File: src/rtl/serial_audio_rx.sv
module serial_audio_rx #(
  parameter int NPIN = 3,
  parameter int WMAX = 24
) (
  input  logic                   clk,
  input  logic                   rst_n,
  input  logic                   bclk,
  input  logic                   wclk,
  input  logic [NPIN-1:0]        sdin,
  input  logic [2:0]             mode,
  input  logic [1:0]             wlen,
  output logic [2*NPIN*WMAX-1:0] pcm,
  output logic                   frame_valid
);
  localparam int NCH = 2 * NPIN;
  localparam logic [2:0] M_I2S = 3'd0, M_RJ = 3'd1, M_DSP = 3'd2, M_LJ = 3'd3;
  localparam logic [2:0] M_P256 = 3'd4, M_P128 = 3'd5;
  localparam logic [NCH*WMAX-1:0] LOW16 = {NCH{{16{1'b0}}, {(WMAX-16){1'b1}}}};
  localparam logic [NCH*WMAX-1:0] LOW20 = {NCH{{20{1'b0}}, {(WMAX-20){1'b1}}}};

  logic       bclk_q, wclk_q, synced, dsp_hf, dsp_nx, seen_l, pend;
  logic [4:0] cfg_q;
  logic [7:0] pcnt, pcur, wl, wlim, off, q, o, idx, grp;
  logic       ev, bnd, cap, rgt, last, go;
  logic [NCH-1:0]  hit;
  logic [WMAX-1:0] stg    [NCH];
  logic [WMAX-1:0] stg_nx [NCH];

  assign ev = (mode == M_DSP) ? (~bclk & bclk_q) : (bclk & ~bclk_q);
  assign wl = (wlen == 2'b01) ? 8'd20 : (wlen == 2'b10) ? 8'd16 : 8'(WMAX);
  assign wlim = (mode == M_P128 && wl > 8'd20) ? 8'd20 : wl;

  always_comb begin
    unique case (mode)
      M_I2S, M_RJ, M_LJ: bnd = wclk ^ wclk_q;
      M_DSP, M_P128:     bnd = wclk & ~wclk_q;
      M_P256:            bnd = ~wclk & wclk_q;
      default:           bnd = 1'b0;
    endcase
  end

  assign pcur = bnd ? 8'd0 : (pcnt == 8'hFF) ? pcnt : pcnt + 8'd1;

  always_comb begin
    cap = 1'b0; idx = '0; rgt = 1'b0; grp = '0; off = '0; q = '0; o = '0;
    unique case (mode)
      M_I2S, M_RJ, M_DSP, M_LJ: begin
        off = (mode == M_LJ) ? 8'd0 : (mode == M_RJ) ? 8'd32 - wlim : 8'd1;
        rgt = (mode == M_I2S) ? wclk : (mode == M_DSP) ? (bnd ? dsp_nx : dsp_hf) : ~wclk;
        if (pcur >= off && pcur - off < wlim) begin
          cap = 1'b1;
          idx = pcur - off;
        end
      end
      M_P256: begin
        q   = {5'd0, pcur[7:5]};
        o   = {3'd0, pcur[4:0]};
        rgt = q > 8'(NPIN);
        grp = rgt ? q - 8'(NPIN) - 8'd1 : q;
        cap = (grp < 8'(NPIN)) && (o != 8'd0) && (o - 8'd1 < wlim);
        idx = o - 8'd1;
      end
      M_P128: begin
        rgt = pcur >= 8'd64;
        q   = rgt ? pcur - 8'd64 : pcur;
        grp = q / 8'd20;
        o   = q - grp * 8'd20;
        cap = (grp < 8'(NPIN)) && (o < wlim);
        idx = o;
      end
      default: ;
    endcase
  end

  assign go   = ev && cap && (synced || bnd);
  assign last = rgt && (idx == wlim - 8'd1) && (!mode[2] || grp == 8'(NPIN - 1));

  always_comb begin
    for (int c = 0; c < NCH; c++) begin
      hit[c] = go && (mode[2] ? (c == 2 * int'(grp) + int'(rgt)) : ((c % 2) == int'(rgt)));
      stg_nx[c] = (idx == 8'd0) ? '0 : stg[c];
      if (idx < 8'(WMAX))
        stg_nx[c][WMAX-1-int'(idx)] = mode[2] ? sdin[0] : sdin[c/2];
    end
  end

  always_ff @(posedge clk or negedge rst_n) begin
    if (!rst_n) begin
      bclk_q <= 1'b0; wclk_q <= 1'b0; pcnt <= '0; synced <= 1'b0;
      dsp_hf <= 1'b0; dsp_nx <= 1'b0; seen_l <= 1'b0; pend <= 1'b0; cfg_q <= '0;
    end else begin
      bclk_q <= bclk;
      cfg_q  <= {mode, wlen};
      pend   <= 1'b0;
      if (ev) begin
        wclk_q <= wclk;
        pcnt   <= pcur;
        if (bnd) synced <= 1'b1;
        if (bnd && mode == M_DSP) begin
          dsp_hf <= dsp_nx;
          dsp_nx <= ~dsp_nx;
        end
        if (go && !rgt && idx == 8'd0) seen_l <= 1'b1;
        if (go && last && seen_l) begin
          pend   <= 1'b1;
          seen_l <= 1'b0;
        end
      end
      if (cfg_q != {mode, wlen}) begin
        synced <= 1'b0;
        seen_l <= 1'b0;
        dsp_nx <= 1'b0;
      end
    end
  end

  always_ff @(posedge clk or negedge rst_n) begin
    if (!rst_n) begin
      for (int c = 0; c < NCH; c++) stg[c] <= '0;
      pcm <= '0;
      frame_valid <= 1'b0;
    end else begin
      for (int c = 0; c < NCH; c++) begin
        if (hit[c]) stg[c] <= stg_nx[c];
        if (pend) pcm[c*WMAX +: WMAX] <= stg[c];
      end
      frame_valid <= pend;
    end
  end

  a_r10_single_pulse: assert property (@(posedge clk) disable iff (!rst_n)
    frame_valid |=> !frame_valid);

  a_r10_hold_between: assert property (@(posedge clk) disable iff (!rst_n)
    !frame_valid |-> $stable(pcm));

  a_r11_no_strobe: assert property (@(posedge clk) disable iff (!rst_n)
    (mode[2:1] == 2'b11 && $stable(mode)) |=> !frame_valid);

  a_r8_short_word: assert property (@(posedge clk) disable iff (!rst_n)
    (frame_valid && wlen == 2'b10 && $past(wlen) == 2'b10 && $past(wlen, 2) == 2'b10)
      |-> ((pcm & LOW16) == '0));

  a_r7_packed_cap: assert property (@(posedge clk) disable iff (!rst_n)
    (frame_valid && mode == M_P128 && $past(mode) == M_P128 && $past(mode, 2) == M_P128)
      |-> ((pcm & LOW20) == '0));
endmodule

File: config.mk
export PLATFORM = sky130hd
export DESIGN_NAME = serial_audio_rx
export DESIGN_NICKNAME = d
export VERILOG_FILES = /design/src/rtl/serial_audio_rx.sv
export SDC_FILE = /design/constraint.sdc
export NUM_CORES = 1
export LEC_CHECK = 0
export BUFFER_PORTS_ARGS = -buffer_cell sky130_fd_sc_hd__buf_2
export CORE_AREA = 5 5 207 209
export CTS_BUF_LIST = sky130_fd_sc_hd__clkbuf_4 sky130_fd_sc_hd__clkbuf_8
export CTS_CLUSTER_SIZE = 40
export DETAILED_ROUTE_END_ITERATION = 8
export DIE_AREA = 0 0 212 214
export SLEW_MARGIN = 20
export SYNTH_ARGS = -nofsm -noshare
export SYNTH_HDL_FRONTEND = slang
export SYNTH_SLANG_ARGS = --single-unit
File: constraint.sdc
create_clock -name clk -period 7.51 [get_ports clk]
set_input_delay 1.502 -clock clk [delete_from_list [all_inputs] [get_ports clk]]
set_output_delay 1.502 -clock clk [all_outputs]
set_load 0.02 [all_outputs]
==> flow_summary.json, run 1 <==
{
  "drv_cap": 0,
  "worstPathRequired_ns": 7.97,
  "wl_um": 42100,
  "nFillCells": 3826,
  "hold_ws_ns": 0.500,
  "hold_path.class": "reg -> reg",
  "end_kind": "register",
  "p_seq_share_pct": 34.5,
  "antenna_left": 0,
  "avgRoutedWirePerCell_um": 20.2,
  "finalHoldViolations": 0,
  "status": "complete, no violations",
  "cts_setup_buffers": 0,
  "finalSetupViolCount": 0,
  "final_cells": 2088,
  "seq_area_um2": 7740,
  "core_um2": 40600,
  "worst_slack_ns": 0.525,
  "intPower_mw": 3.33,
  "crit_path_start_kind": "input pin",
  "dp_slack_ns": -0.0705,
  "final_util_pct": 42.9,
  "overflow": 0,
  "drive_gt1_share_pct": 35.2,
  "power_density_nw_per_um2": 291,
  "syn_nets": 1299,
  "dp_hpwl_um": 29600,
  "avgSynthCellArea_um2": 11.1,
  "ys_seq_elements": 309,
  "cts_buffers": 50,
  "layout_min_cycle_time_ns": 6.99,
  "clkTransAtPathRegs_ns": 0.06,
  "yosysSeqAreaShare_pct": 55.1,
  "nNetsFinal": 1558,
  "arrival_ns": 7.44,
  "fin_worst_skew_ns": 0.0194,
  "design.die.area_um2": 45400,
  "ys.flop_type": "dfrtp_1",
  "dpl.cell_count": 1998,
  "peakVddDrop_mv": 0.150,
  "synth_edf_count": 0,
  "ios": 157,
  "cts.path.max_buffers": 3,
  "synth-async-reset-ratio_pct": 100,
  "grt_pass1_wl_um": 66300,
  "syn_area_um2": 14000,
  "syn_to_final_growth_pct": 24.3,
  "dr.pass1.iters": 5,
  "p_comb_share_pct": 34.6,
  "drt_iter0_drc": 979,
  "route.detailed.drc": 0,
  "gp_congestion": 0.907,
  "worst_pin_slew_ns": 1.03,
  "port_buffers": 156,
  "rsz0062_at_grt": "no",
  "critPathKind": "in -> reg",
  "clockPowerShare_pct": 30.9,
  "die_h_um": 214,
  "die_w_um": 212,
  "clock-root-buffer": "clkbuf_8",
  "ys_types": 72,
  "power_mw": 5.07,
  "ys_warn_count": 0,
  "cts_resized": 0,
  "antenna_found_initial": 1,
  "via_per_inst": 5.39,
  "dr_total_vias": 11300,
  "slew_headroom_pct": 30.7,
  "clk_latency_ns": 0.59,
  "sw_frac_of_total_pct": 34.3,
  "slew_viol_final": 0,
  "p_leak_nw": 8.56,
  "grt_max_degree": 166,
  "grt_usage_pct": 18.1,
  "cts_max_level": 2,
  "placementRows": 74,
  "initial_core_util_pct": 34.5,
  "switchingPower_mw": 1.74,
  "grt_pass1_vias": 11300,
  "synthCells": 1259,
  "worstPathMaxFanout": 13,
  "n_antenna_cell": 0,
  "cts_hold_buffers": 0,
  "clock-sinks": 309,
  "multiInputGateArea_um2": 5940,
  "cts_tree": "yes",
  "timing.fmax_mhz": 143,
  "min_period_over_period_pct": 93.0
}
[worst paths after layout]
check / start / to / slack, ns / cells after the start
setup / recovery: wclk / stg[56]$_DFFE_PN0P_ / 0.52 / 27
hold / removal: stg[116]$_DFFE_PN0P_ / pcm[44]$_DFFE_PN0P_ / 0.50 / 1
setup reg to reg: pcnt[0]$_DFFE_PN0P_ / stg[56]$_DFFE_PN0P_ / 0.78 / 24
hold reg to reg: stg[116]$_DFFE_PN0P_ / pcm[44]$_DFFE_PN0P_ / 0.50 / 1
max in group asynchronous: rst_n / pend$_DFF_PN0_ / 5.20 / 2
min in group asynchronous: rst_n / pcm[88]$_DFFE_PN0P_ / 0.94 / 1
[layout by cell type (no fill, tap or decap), types with 4 or more instances in the layout]
master	netlist	final
a31oi_1	15	15
mux2i_1	4	4
a211o_1	7	7
nor4_1	7	7
or3_1	4	4
o21ai_0	265	264
nand2b_1	9	9
buf_2	20	155
dfrtp_1	309	308
nand4_1	7	7
and3_1	10	10
nand3_1	12	12
nand2_1	59	59
mux2_2	148	148
inv_1	23	23
o311ai_0	5	5
clkbuf_4	0	20
nor2_1	32	32
nor3_1	19	18
o211ai_1	6	6
o31ai_1	4	4
a21o_1	11	11
o22ai_2	0	4
xor2_1	7	7
buf_4	1	109
and2_1	7	7
clkbuf_8	0	64
nor2b_1	12	12
buf_12	0	14
o21ai_1	54	53
ha_1	26	26
xnor2_1	11	11
o21a_1	5	5
a21oi_1	37	37
a211oi_1	6	6
[per-stage QoR]
step	instance area, µm²	TNS [ns]
2_1_floorplan	14000	0
3_3_place_gp	16300	0
3_5_place_dp	16300	-0.794
4_1_cts	17400	0
5_1_grt	17400	0
6_report	17400	0
[cells by family (layout without fill, tap and decap cells)]
| family | Yosys count | in the layout | synth area share [%] |
|---|---|---|---|
| AOI/OAI and AO/OA | 457 | 457 | 18.5 |
| buffers and inverters | 97 | 394 | 2.80 |
| xor gates and xnor gates | 19 | 19 | 1.29 |
| and+or+nand+nor | 197 | 197 | 7.48 |
| DFF | 309 | 309 | 55.1 |
| muxes | 152 | 152 | 12.2 |
| adders and majority gates | 28 | 28 | 2.61 |
[Yosys cell counts (3+ instances only)]
cell type | number | area [µm²]
inv_1 | 23 | 86.3
nor2_1 | 32 | 120
mux2i_1 | 4 | 40.0
o22ai_1 | 6 | 37.5
nor2b_1 | 12 | 75.1
o21a_1 | 5 | 37.5
or4_4 | 3 | 33.8
o31ai_1 | 4 | 30.0
dfrtp_1 | 309 | 7730
a21o_1 | 11 | 82.6
a211o_1 | 7 | 61.3
a22oi_1 | 3 | 22.5
or3_1 | 4 | 25.0
ha_1 | 26 | 325
o211ai_1 | 6 | 45.0
a21oi_1 | 37 | 185
nor4_1 | 7 | 43.8
a211oi_1 | 6 | 45.0
nand3_1 | 12 | 60.1
buf_2 | 20 | 100
a221oi_1 | 3 | 26.3
o21ai_1 | 54 | 270
xor2_1 | 7 | 61.3
clkbuf_1 | 51 | 191
mux2_2 | 148 | 1670
nand2b_1 | 9 | 56.3
nand4_1 | 7 | 43.8
xnor2_1 | 11 | 96.3
a31oi_1 | 15 | 93.8
o311ai_0 | 5 | 43.8
nor3_1 | 19 | 95.1
and3_1 | 10 | 62.6
o21ai_0 | 265 | 1330
and4_1 | 3 | 26.3
nand2_1 | 59 | 221
and2_1 | 7 | 43.8
[worst max-delay path, stage by stage]
cell	delay, ns
buf_2	0.11
inv_1	0.05
ha_1	0.18
mux2_2	0.27
a221o_1	0.39
buf_4	0.18
a221o_1	0.28
o41ai_1	0.32
a211o_2	0.20
o21ai_0	0.14
ha_1	0.22
ha_1	0.26
inv_1	0.04
ha_1	0.27
and2_1	0.16
a311o_1	0.31
a21oi_1	0.21
xor3_1	0.26
a21oi_1	0.12
a211oi_1	0.20
ha_1	0.18
nand2b_1	0.08
nor3_2	0.71
a31oi_1	0.29
buf_4	0.23
o21ai_0	0.15
o21ai_0	0.10
[sequential cells by signal, summed over array words and instances (netlist names)]
register     flops
pcm            144
stg            144
pcnt             8
cfg_q            5
bclk_q           1
dsp_hf           1
dsp_nx           1
frame_valid      1
pend             1
seen_l           1
synced           1
wclk_q           1
[layout make-up]
| class | instances | share of cell area [%] |
|---|---|---|
| Inverter | 24 | 0.517 |
| Timing Repair Buffer | 280 | 10.9 |
| Clock buffer | 84 | 5.91 |
| Multi-Input combinational cell | 853 | 34.0 |
| Sequential cell | 309 | 44.4 |
| Clock inverter | 6 | 0.445 |
| Tap cell | 532 | 3.82 |
[power groups by stage]
stage,registers [mW],logic [mW],clock network [mW]
2_1_floorplan,1.74,0.908,0
3_3_place_gp,1.78,1.72,0
3_5_place_dp,1.78,1.74,0
4_1_cts,1.75,1.75,1.61
5_1_grt,1.75,1.92,1.69
6_report,1.75,1.76,1.57
[metal layers]
metal | up-vias | global-route usage (%) | part of all wire [%]
met5 | - | 0 | 0.017
met4 | 2 | 4.62 | 2.0
met3 | 64 | 2.96 | 5.8
met2 | 382 | 28.5 | 46
met1 | 5658 | 26.3 | 46
li1 | 5150 | - | -
No activity file was read; power rests on OpenSTA's default activity.
==> inputs of run 2 (changes only) <==
Settings changed: CORE_AREA 5 5 207 209 to 5 5 223 225, DIE_AREA 0 0 212 214 to 0 0 228 230.
==> flow_summary.json, run 2 (synthesized netlist as in run 1, its figures left out) <==
{
  "grt_pass1_vias": 11300,
  "route.detailed.drc": 0,
  "final_cells": 2110,
  "port_buffers": 156,
  "clk_latency_ns": 0.62,
  "grt_pass1_wl_um": 67800,
  "crit_path_start_kind": "input pin",
  "cts_setup_buffers": 0,
  "core_um2": 47300,
  "grt_max_degree": 184,
  "finalSetupViolCount": 0,
  "cts_resized": 0,
  "layout_min_cycle_time_ns": 6.90,
  "syn_to_final_growth_pct": 20.8,
  "wl_um": 43100,
  "timing.fmax_mhz": 145,
  "power_mw": 4.82,
  "placementRows": 80,
  "dp_hpwl_um": 30300,
  "fin_worst_skew_ns": 0.0225,
  "mostFrequentLayoutCells": "dfrtp_1, o21ai_0, buf_2",
  "slew_headroom_pct": 26.8,
  "power_density_nw_per_um2": 285,
  "peakVddDrop_mv": 0.128,
  "nNetsFinal": 1493,
  "finalHoldViolations": 0,
  "die_w_um": 228,
  "worstPathRequired_ns": 7.99,
  "dpl.cell_count": 2015,
  "cp_common_cell": "ha_1",
  "antenna_found_initial": 0,
  "design.die.area_um2": 52400,
  "critPathKind": "in -> reg",
  "nFillCells": 4702,
  "cts_max_level": 2,
  "arrival_ns": 7.37,
  "cp_top_family": "compound AO/OA/AOI/OAI gates",
  "overflow": 0,
  "rsz0062_at_grt": "no",
  "slowest_delay_ns": 0.78,
  "ios": 157,
  "clock-root-buffer": "clkbuf_8",
  "worst_pin_slew_ns": 1.08,
  "drt_iter0_drc": 714,
  "drive_gt1_share_pct": 32.5,
  "slowest_stage": "nor3_1",
  "p_leak_nw": 8.22,
  "min_period_over_period_pct": 91.9,
  "reg_top3": "pcm (144), stg (144), pcnt (8)",
  "grt_usage_pct": 16.0,
  "avgRoutedWirePerCell_um": 20.4,
  "clkTransAtPathRegs_ns": 0.06,
  "cts_tree": "yes",
  "end_kind": "register",
  "via_per_inst": 5.27,
  "worstPathMaxFanout": 9,
  "design_area_um2": 16900,
  "cts.path.max_buffers": 3,
  "drv_cap": 0,
  "clock-sinks": 309,
  "postPlaceCellArea_um2": 15800,
  "gp_congestion": 0.906,
  "hold_path.class": "reg -> reg",
  "dr_total_vias": 11100,
  "initial_core_util_pct": 29.6,
  "cts_buffers": 51,
  "cts_hold_buffers": 0,
  "worst-path-buf-inv": 3,
  "layout_commonest_cell": "dfrtp_1",
  "antenna_left": 0,
  "die_h_um": 230,
  "hold_ws_ns": 0.498,
  "n_antenna_cell": 0,
  "status": "complete, no violations",
  "fin_tns_setup_ns": 0,
  "slew_viol_final": 0,
  "dr.pass1.iters": 6
}
run 2: cell count changes in the layout (fill, tap and decap cells not counted), sizes merged:
cell | previous run | this run
inv | 26 | 25
clkinvlp | 3 | 1
clkbuf | 84 | 83
buf | 280 | 214
clkinv | 0 | 9
run 2: layer usage:
metal	global-route usage [%]	vias up	share of wire (%)
met5	0	-	0
met4	5.94	0	2.9
met3	3.31	85	6.7
met2	25.2	438	46
met1	22.0	5558	44
li1	-	5030	-
run 2: cell type report:
type	count	area, µm²	share of cell area (%)
clock buffer	83	1060	6.26
timing repair buffer	214	1250	7.39
multi-input combinational	853	5940	35.0
tap	615	769	4.54
clock inverter	12	93.8	0.554
inverter	24	90.1	0.532
sequential	309	7740	45.7
run 2: report_power, final:
group	leakage, nW	total [mW]	internal, mW	switching [mW]
clock network	0.619	1.62	0.931	0.686
logic	3.30	1.45	0.471	0.981
registers	4.30	1.75	1.70	0.0524
total	8.22	4.82	3.10	1.72
run 2: final timing paths:
path / depth (start not counted) / end / slack [ns] / startpoint
min in group asynchronous: 1 / pcm[16]$_DFFE_PN0P_ / 0.82 / rst_n
hold reg to reg: 1 / pcm[137]$_DFFE_PN0P_ / 0.50 / stg[17]$_DFFE_PN0P_
max in group asynchronous: 2 / pend$_DFF_PN0_ / 5.35 / rst_n
hold / removal: 1 / pcm[137]$_DFFE_PN0P_ / 0.50 / stg[17]$_DFFE_PN0P_
setup reg to reg: 23 / stg[116]$_DFFE_PN0P_ / 0.75 / pcnt[1]$_DFFE_PN0P_
setup / recovery: 25 / stg[116]$_DFFE_PN0P_ / 0.61 / wclk
run 2: metrics by stage:
step	worst slack (ns)	utilization, %
6_report	0.612	35.8
5_1_grt	0.154	35.8
4_1_cts	0.767	35.8
3_5_place_dp	0.122	33.3
3_3_place_gp	0.249	33.3
2_1_floorplan	0.544	-
